$ cat src/rtl/upb_pkg.sv
package upb_pkg;

    // Owner of one data bank
    typedef enum logic {
        OWN_PKT = 1'b0,
        OWN_CPU = 1'b1
    } bank_own_e;

endpackage

$ cat src/rtl/upb_rr_ptr.sv
module upb_rr_ptr #(
    parameter int N  = 2,
    parameter int PW = 1
) (
    input  logic          clk,
    input  logic          rst_n,
    input  logic          adv,
    output logic [PW-1:0] ptr
);

    // Round-robin bank pointer; stays at zero when N is one
    always_ff @(posedge clk or negedge rst_n) begin
        if (!rst_n) begin
            ptr <= '0;
        end else if (adv) begin
            ptr <= (ptr == PW'(N - 1)) ? '0 : ptr + 1'b1;
        end
    end

endmodule

$ cat src/rtl/upb_bank.sv
module upb_bank
    import upb_pkg::*;
#(
    parameter int        DATA_W  = 8,
    parameter int        DEPTH   = 8,
    parameter int        CW      = 4,
    parameter bank_own_e FILL_OWN = OWN_PKT
) (
    input  logic              clk,
    input  logic              rst_n,
    input  logic              to_cpu,
    input  logic              to_pkt,
    input  logic              fill_we,
    input  logic [DATA_W-1:0] fill_data,
    input  logic              drain_re,
    input  logic              evt_set_i,
    input  logic              evt_clr_i,
    output bank_own_e         own,
    output logic [CW-1:0]     cnt,
    output logic [DATA_W-1:0] drain_data,
    output logic              evt,
    output logic              is_full,
    output logic              has_unread
);

    localparam int AW = (DEPTH > 1) ? $clog2(DEPTH) : 1;

    bank_own_e         state_q, state_d;
    logic [CW-1:0]     idx;
    logic [DATA_W-1:0] mem [DEPTH];
    logic              enter_fill;

    // Ownership state register
    always_ff @(posedge clk or negedge rst_n) begin
        if (!rst_n) begin
            state_q <= FILL_OWN;
        end else begin
            state_q <= state_d;
        end
    end

    // Transitions: HANDOVER_TO_CPU and RELEASE_TO_PKT
    always_comb begin
        state_d = state_q;
        unique case (state_q)
            OWN_PKT: if (to_cpu) state_d = OWN_CPU;
            OWN_CPU: if (to_pkt) state_d = OWN_PKT;
            default: state_d = FILL_OWN;
        endcase
    end

    // Outputs of the bank
    always_comb begin
        own        = state_q;
        is_full    = (cnt == CW'(DEPTH));
        has_unread = (idx < cnt);
        drain_data = mem[idx[AW-1:0]];
        enter_fill = (state_q != FILL_OWN) && (state_d == FILL_OWN);
    end

    always_ff @(posedge clk or negedge rst_n) begin
        if (!rst_n) begin
            cnt <= '0;
            idx <= '0;
            evt <= 1'b0;
        end else begin
            if (enter_fill) begin
                cnt <= '0;
                idx <= '0;
            end else begin
                if (fill_we && !is_full)     cnt <= cnt + 1'b1;
                if (drain_re && has_unread)  idx <= idx + 1'b1;
            end
            if (evt_set_i)      evt <= 1'b1;
            else if (evt_clr_i) evt <= 1'b0;
        end
    end

    always_ff @(posedge clk) begin
        if (fill_we && !is_full) begin
            mem[cnt[AW-1:0]] <= fill_data;
        end
    end

endmodule

$ cat src/rtl/usb_pipe_bank_ctrl.sv
module usb_pipe_bank_ctrl
    import upb_pkg::*;
#(
    parameter bit IS_IN      = 1'b1,
    parameter int NUM_BANKS  = 2,
    parameter int BANK_BYTES = 8,
    parameter int DATA_W     = 8,
    localparam int CW        = $clog2(BANK_BYTES + 1)
) (
    input  logic              clk,
    input  logic              rst_n,
    input  logic              cfg_ok,
    input  logic              frozen,
    input  logic              pkt_wr_en,
    input  logic [DATA_W-1:0] pkt_wr_data,
    input  logic              pkt_rd_en,
    output logic [DATA_W-1:0] pkt_rd_data,
    input  logic              pkt_done,
    output logic              pkt_bank_ready,
    output logic [CW-1:0]     pkt_byte_count,
    input  logic              cpu_wr_en,
    input  logic [DATA_W-1:0] cpu_wr_data,
    input  logic              cpu_rd_en,
    output logic [DATA_W-1:0] cpu_rd_data,
    input  logic              evt_set,
    input  logic              evt_clr,
    input  logic              fifocon_clr,
    input  logic              int_en,
    output logic              evt_flag,
    output logic              fifocon_flag,
    output logic              rw_allowed,
    output logic              irq
);

    localparam int        PW       = (NUM_BANKS > 1) ? $clog2(NUM_BANKS) : 1;
    localparam bank_own_e FILL_OWN = IS_IN ? OWN_PKT : OWN_CPU;

    logic [PW-1:0]     pkt_ptr, cpu_ptr;
    logic              active;
    logic              cpu_own, pkt_own;
    logic              pd_ok, fc_ok;
    logic              fill_any, drain_any;
    logic [DATA_W-1:0] fill_data;

    bank_own_e         own_a    [NUM_BANKS];
    logic [CW-1:0]     cnt_a    [NUM_BANKS];
    logic [DATA_W-1:0] dd_a     [NUM_BANKS];
    logic              evt_a    [NUM_BANKS];
    logic              full_a   [NUM_BANKS];
    logic              unread_a [NUM_BANKS];

    always_comb begin
        active    = cfg_ok && !frozen;
        cpu_own   = (own_a[cpu_ptr] == OWN_CPU);
        pkt_own   = (own_a[pkt_ptr] == OWN_PKT);
        pd_ok     = pkt_done && active && pkt_own;
        fc_ok     = fifocon_clr && cpu_own && !evt_a[cpu_ptr];
        fill_any  = IS_IN ? (pkt_wr_en && active && pkt_own) : (cpu_wr_en && cpu_own);
        drain_any = IS_IN ? (cpu_rd_en && cpu_own) : (pkt_rd_en && active && pkt_own);
        fill_data = IS_IN ? pkt_wr_data : cpu_wr_data;
    end

    upb_rr_ptr #(.N(NUM_BANKS), .PW(PW)) u_pkt_ptr (
        .clk   (clk),
        .rst_n (rst_n),
        .adv   (pd_ok),
        .ptr   (pkt_ptr)
    );

    upb_rr_ptr #(.N(NUM_BANKS), .PW(PW)) u_cpu_ptr (
        .clk   (clk),
        .rst_n (rst_n),
        .adv   (fc_ok),
        .ptr   (cpu_ptr)
    );

    for (genvar b = 0; b < NUM_BANKS; b++) begin : g_bank
        logic on_cpu, on_pkt;
        logic fill_sel, drain_sel;

        always_comb begin
            on_cpu    = (cpu_ptr == PW'(b));
            on_pkt    = (pkt_ptr == PW'(b));
            fill_sel  = IS_IN ? on_pkt : on_cpu;
            drain_sel = IS_IN ? on_cpu : on_pkt;
        end

        upb_bank #(
            .DATA_W   (DATA_W),
            .DEPTH    (BANK_BYTES),
            .CW       (CW),
            .FILL_OWN (FILL_OWN)
        ) u_bank (
            .clk        (clk),
            .rst_n      (rst_n),
            .to_cpu     (pd_ok && on_pkt),
            .to_pkt     (fc_ok && on_cpu),
            .fill_we    (fill_any && fill_sel),
            .fill_data  (fill_data),
            .drain_re   (drain_any && drain_sel),
            .evt_set_i  ((pd_ok && on_pkt) || (evt_set && on_cpu)),
            .evt_clr_i  (evt_clr && on_cpu),
            .own        (own_a[b]),
            .cnt        (cnt_a[b]),
            .drain_data (dd_a[b]),
            .evt        (evt_a[b]),
            .is_full    (full_a[b]),
            .has_unread (unread_a[b])
        );
    end

    // Port outputs, all taken from the bank under the relevant pointer
    always_comb begin
        fifocon_flag   = cpu_own;
        evt_flag       = evt_a[cpu_ptr];
        irq            = evt_a[cpu_ptr] && int_en;
        pkt_bank_ready = active && pkt_own;
        pkt_byte_count = cnt_a[pkt_ptr];
        if (IS_IN) begin
            rw_allowed  = cpu_own && unread_a[cpu_ptr];
            cpu_rd_data = rw_allowed ? dd_a[cpu_ptr] : '0;
            pkt_rd_data = '0;
        end else begin
            rw_allowed  = cpu_own && !full_a[cpu_ptr];
            cpu_rd_data = '0;
            pkt_rd_data = (pkt_bank_ready && unread_a[pkt_ptr]) ? dd_a[pkt_ptr] : '0;
        end
    end

endmodule

$ cat config.mk
export PLATFORM = sky130hd
export DESIGN_NAME = usb_pipe_bank_ctrl
export DESIGN_NICKNAME = d
export VERILOG_FILES = /design/src/rtl/upb_pkg.sv /design/src/rtl/upb_rr_ptr.sv /design/src/rtl/upb_bank.sv /design/src/rtl/usb_pipe_bank_ctrl.sv
export SDC_FILE = /design/constraint.sdc
export NUM_CORES = 1
export LEC_CHECK = 0
export CORE_UTILIZATION = 30
export DETAILED_ROUTE_END_ITERATION = 10
export PLACE_DENSITY = 0.5
export SYNTH_ARGS = -nofsm -noshare
export SYNTH_HDL_FRONTEND = slang
export SYNTH_SLANG_ARGS = --single-unit
$ cat constraint.sdc
create_clock -name clk -period 4.3 [get_ports clk]
set_clock_uncertainty 0.15 [all_clocks]
set_input_delay 0.645 -clock clk [delete_from_list [all_inputs] [get_ports clk]]
set_output_delay 0.645 -clock clk [all_outputs]
set_load 0.05 [all_outputs]
Word-level counts from Yosys, hierarchy flattened
Memories as Yosys holds them, arrays and structs flattened.
Index checks and enable logic that the tools add are counted.
{ "word_totals": {"regBits": 22, "latchBits": 0, "ram_bits": 128, "mem_bits_ro": 0, "output_inout_bits": 25, "memories": 2} }
{ "op_classes": {"addsub": 6, "n_mul": 0, "n_div": 0, "magnitude_cmp": 4, "n_eq_ne": 2, "shifts": 0, "muxes": 43, "bitwise": 9, "n_reduce_logical": 41} }
{ "mem_list": {"columns": ["name", "depth", "width", "rd", "rd_ports_with_merged_regs", "wr", "line_no", "rtl"], "rows": [
  ["g_bank[0].u_bank.mem", 8, 8, 1, 0, 1, "upb_bank.sv:30", "logic [DATA_W-1:0] mem [DEPTH];"],
  ["g_bank[1].u_bank.mem", 8, 8, 1, 0, 1, "upb_bank.sv:30", null]
]} }
{ "ops": {"columns": ["cell", "n"], "rows": [
  ["$mux 4", 11],
  ["$mux 8", 4],
  ["$logic_and 1x1->1", 29],
  ["$mux 1", 26],
  ["$add 4x1->4 const B", 4],
  ["$reduce_bool 2->1", 6],
  ["$eq 4x4->1 const B", 2],
  ["$lt 4x4->1", 2],
  ["$not 1->1", 7],
  ["$ge 2x2->1 const B", 2],
  ["$logic_not 1->1", 4],
  ["$not 1->2", 2],
  ["$pmux 1 s2", 2],
  ["$add 1x1->1 const B", 2],
  ["$logic_or 1x1->1", 2]
]} }

Logic depth before layout (Yosys ltp)
{ "logic_depth": {"word_depth": 12, "mapped_depth": 7, "ltp_nobuf": 6} }

Hierarchy
From an unflattened synthesis, not the netlist that was laid out.
{ "unflattened": {"hier_cells": 388, "area_unflattened_um2": 6761.5} }
{ "modules_own_cells": {"columns": ["module", "instances", "cells_per_inst", "area_each_um2", "seq_area_each_um2"], "rows": [
  ["upb_bank", 2, 161, 3104.2, 2172.1],
  ["usb_pipe_bank_ctrl", 1, 62, 485.5, 0.0],
  ["upb_rr_ptr", 2, 2, 33.8, 25.0]
]} }

Worst setup path after synthesis
Ideal clock, no wire load.
{ "synth_path": {"path_kind": "register to output", "from": "register g_bank[1].u_bank.cnt[1]", "to": "output cpu_rd_data[0]", "arrival_ns": 2.136, "required_ns": 3.505, "path_slack_ns": 1.369, "stages_incl_launch_ff": 7, "n_path_buf": 0, "path_cell_list": "dfrtp_1 > inv_1 > ha_1 > a21oi_1 > o21a_1 > o21ai_1 > a21oi_1"} }
{ "synth_between": {"elab_chain_cells": 6} }
{ "synth_rtl": {"columns": ["element", "line_no", "rtl"], "rows": [
  ["start, declared", "upb_bank.sv:19", "output logic [CW-1:0] cnt,"],
  ["start signal, assigned", "upb_bank.sv:71", "if (fill_we && !is_full) cnt <= cnt + 1'b1;"],
  ["$lt 4x4->1", "upb_bank.sv:56", "has_unread = (idx < cnt);"],
  ["$mux 1 (implied by the code) (3 in a row)", "usb_pipe_bank_ctrl.sv:120", "rw_allowed = cpu_own && unread_a[cpu_ptr];"],
  ["$logic_and 1x1->1", "usb_pipe_bank_ctrl.sv:120", null],
  ["$mux 8", "usb_pipe_bank_ctrl.sv:121", "cpu_rd_data = rw_allowed ? dd_a[cpu_ptr] : '0;"],
  ["end, declared", "usb_pipe_bank_ctrl.sv:24", "output logic [DATA_W-1:0] cpu_rd_data,"]
]} }
No other way between the ends. The select of a mux whose other input is x is not followed.

Worst setup path in the final report
{ "layout_path": {"from": "register g_bank[0].u_bank.idx[2]", "to": "output cpu_rd_data[6]"} }
{ "layout_between": {"elab_chain_cells": 6} }
{ "layout_rtl": {"columns": ["element", "line_no", "rtl"], "rows": [
  ["start, declared", "upb_bank.sv:29", "logic [CW-1:0] idx;"],
  ["start signal, assigned", "upb_bank.sv:72", "if (drain_re && has_unread) idx <= idx + 1'b1;"],
  ["$lt 4x4->1", "upb_bank.sv:56", null],
  ["$mux 1 (implied by the code) (3 in a row)", "usb_pipe_bank_ctrl.sv:120", null],
  ["$logic_and 1x1->1", "usb_pipe_bank_ctrl.sv:120", null],
  ["$mux 8 (*)", "usb_pipe_bank_ctrl.sv:121", null]
]} }
Mark *: on every way between the ends. The rest lies on a longest branch, timed or not. The select of a mux whose other input is x is not followed.

==> impl_metrics.tcl <==
set metrics [dict create \
    status "completed" \
    place_area_um2 7180 \
    synth_cells 401 \
    totalWireLength_um 12400 \
    fin_setup_tns_ns 0 \
    ctsHoldBuffers 0 \
    cts.sinks 150 \
    rsz0062_at_grt "false" \
    cp_cell_sequence "ha_1, nand2_1, o21a_1, o21ai_1, buf_4, a21oi_1, buf_12" \
    crit_arrival_ns 2.70 \
    hold_violations 0 \
    clkLatencyLatePin_ns 0.41 \
    worstSetupEndpointType "primary output" \
    core_um2 21100 \
    viasPerCell 4.60 \
    final_common_cell "edfxtp_1" \
    numCtsBuffers 17 \
    ir_drop_uv 279 \
    hold_class "reg2reg" \
    num_rows 53 \
    antenna_found_initial 0 \
    start_util 0.306 \
    vias 3384 \
    fin_area_um2 7790 \
    grt_pass1_wl_um 19800 \
    worst_slew_pin_slew_ns 1.09 \
    finalCriticalPeriod_ns 3.50 \
    drc 0 \
    synth.avg_cell_area_um2 16.1 \
    die_height_um 149 \
    fmax_mhz 286 \
    synth.distinct_cells 44 \
    dieArea_um2 22100 \
    drive_gt1_frac 0.180 \
    cp-startpoint "g_bank[0].u_bank.idx[2]" \
    clkTransAtPathRegs_ns 0.06 \
    grt_start_max_net_pins 23 \
    cp_max_fo 20 \
    n_antenna_cell 0 \
    wire_per_inst_um 16.8 \
    crit_family "flip-flops" \
    min-delay-start "g_bank[1].u_bank.evt" \
    portBuffers 35 \
    setup_viol 0 \
    required_ns 3.50 \
    maxSlewViolCount 0 \
    cts_setup_buffers 0 \
    critPathSlowestCell "dfrtp_1" \
    synth_area_um2 6460 \
    path_class "reg2out" \
    leakagePower_nw 2.64 \
    multiInputGateArea_um2 1880 \
    first_pass_iters 4 \
    antenna_left 0 \
    ctsResizeCount 0 \
    grt.total_usage 0.122 \
    drt_iter0_markers 219 \
    placedCellCount 705 \
    htree_num_levels 4 \
    cp-start-kind "flop" \
    maxSlewHeadroom 0.267 \
    die_x_um 149 \
    grt-ovfl-total 0 \
    grt_pass1_vias 3658 \
    place_congestion 0.755 \
    crit_buf_inv 2 \
    final_cell_mix "edfxtp_1 (128), nor2_1 (27), clkdlybuf4s50_1 (26)" \
    yosysSeqAreaShare 0.680 \
    register_area_um2 4390 \
    ios 54 \
    yosys_warnings 0 \
    power.density_nw_per_um2 689 \
    drv_cap 0 \
    r2r-start "u_pkt_ptr.ptr" \
    dp_hpwl_um 8690 \
    finalCritPeriodShare 0.814 \
    ys_ff_latch 150 \
    nFillCells 2002 \
    layout.nets 490 \
    cts_root_buf "clkbuf_16" \
    finish.utilization 0.369 \
    syn_to_final_growth_pct 20.6 \
    max_stage_delay_ns 0.91 \
    cts.path.max_buffers 2 \
    finish.cell_count_without_fillers 736 \
    cts_tree "yes" \
]
logic make-up (layout without fill, tap and decap cells):
family / Yosys count / count (layout) / share of synthesized area
xor+xnor: 9 / 9 / 0.0122
mux: 47 / 47 / 0.121
flops: 150 / 150 / 0.680
buf+inv: 36 / 89 / 0.0320
other cells: 1 / 8 / 0.000581
compound gates: 59 / 59 / 0.0645
fa+ha+maj: 12 / 12 / 0.0233
simple gates: 87 / 87 / 0.0659
power breakdown:
group	switching, mW	internal (mW)
combinational	1.16	0.829
sequential	0.162	1.69
clock	0.560	0.966
flip-flops by register name (all words and copies together) (netlist names):
signal and cells:
g_bank.u_bank.own 2, u_cpu_ptr.ptr 1, g_bank.u_bank.mem 128, g_bank.u_bank.evt 2
g_bank.u_bank.idx 8, g_bank.u_bank.cnt 8, u_pkt_ptr.ptr 1
cells in the mapped netlist, drive strengths merged:
library cell / count / area share
a211oi: 2 / 0.0050
a21oi: 22 / 0.018
a221o: 2 / 0.0031
a22oi: 8 / 0.0093
a2bb2oi: 1 / 0.0014
and2: 1 / 0.00097
and3: 3 / 0.0029
buf: 18 / 0.021
clkbuf: 6 / 0.0035
conb: 1 / 0.00058
dfrtp: 22 / 0.085
edfxtp: 128 / 0.60
ha: 12 / 0.023
inv: 12 / 0.0074
mux2: 3 / 0.0064
mux2i: 20 / 0.031
mux4: 24 / 0.084
nand2: 21 / 0.012
nand2b: 3 / 0.0041
nand3: 12 / 0.0093
nand3b: 1 / 0.0012
nor2: 27 / 0.016
nor2b: 4 / 0.0039
nor3: 9 / 0.0078
nor3b: 2 / 0.0041
o2111ai: 2 / 0.0064
o211ai: 10 / 0.012
o21a: 2 / 0.0023
o21ai: 10 / 0.0077
or3: 4 / 0.0039
xnor2: 7 / 0.0095
xor2: 2 / 0.0027
through the flow:
step | setup slack, ns | hold slack, ns | total power, mW
global route | 0.609 | 0.452 | 5.64
detailed placement | 0.976 | 0.393 | 3.90
finish | 0.801 | 0.409 | 5.37
CTS | 0.729 | 0.409 | 5.44
floorplan | 1.37 | 0.199 | 3.25
global placement | 1.05 | 0.394 | 3.89
final timing paths:
kind	to	slack, ns	cells after the start
hold reg to reg	g_bank[1].u_bank.evt	0.41	1
setup reg to reg	g_bank[1].u_bank.mem[1][0]	1.78	3
min in group asynchronous	g_bank[0].u_bank.idx[2]	0.65	1
hold / removal	g_bank[1].u_bank.evt	0.41	1
max in group asynchronous	g_bank[1].u_bank.idx[3]	2.72	1
setup / recovery	cpu_rd_data[6]	0.80	7
routing by layer:
layer / track usage / part of all wire / vias up
met2: 0.202 / 0.49 / 42
met5: 0 / 0 / -
met3: 0.0294 / 0.025 / 16
met1: 0.152 / 0.47 / 1697
li1: - / - / 1629
met4: 0.0515 / 0.016 / 0
worst reg2reg max path: cells and delay by family (launching register included):
family / cells / cell delay, ns
flops: 1 / 0.58
simple gates: 3 / 1.41
layout make-up:
class                   count  share of cell area
inverters                  12             0.00611
flip-flops and latches    150               0.564
repair buffers             46              0.0656
well taps                 275              0.0442
clock buffers              18              0.0551
clock inverters            13              0.0230
multi-input cells         222               0.242
(Power assumes the default switching activity.)
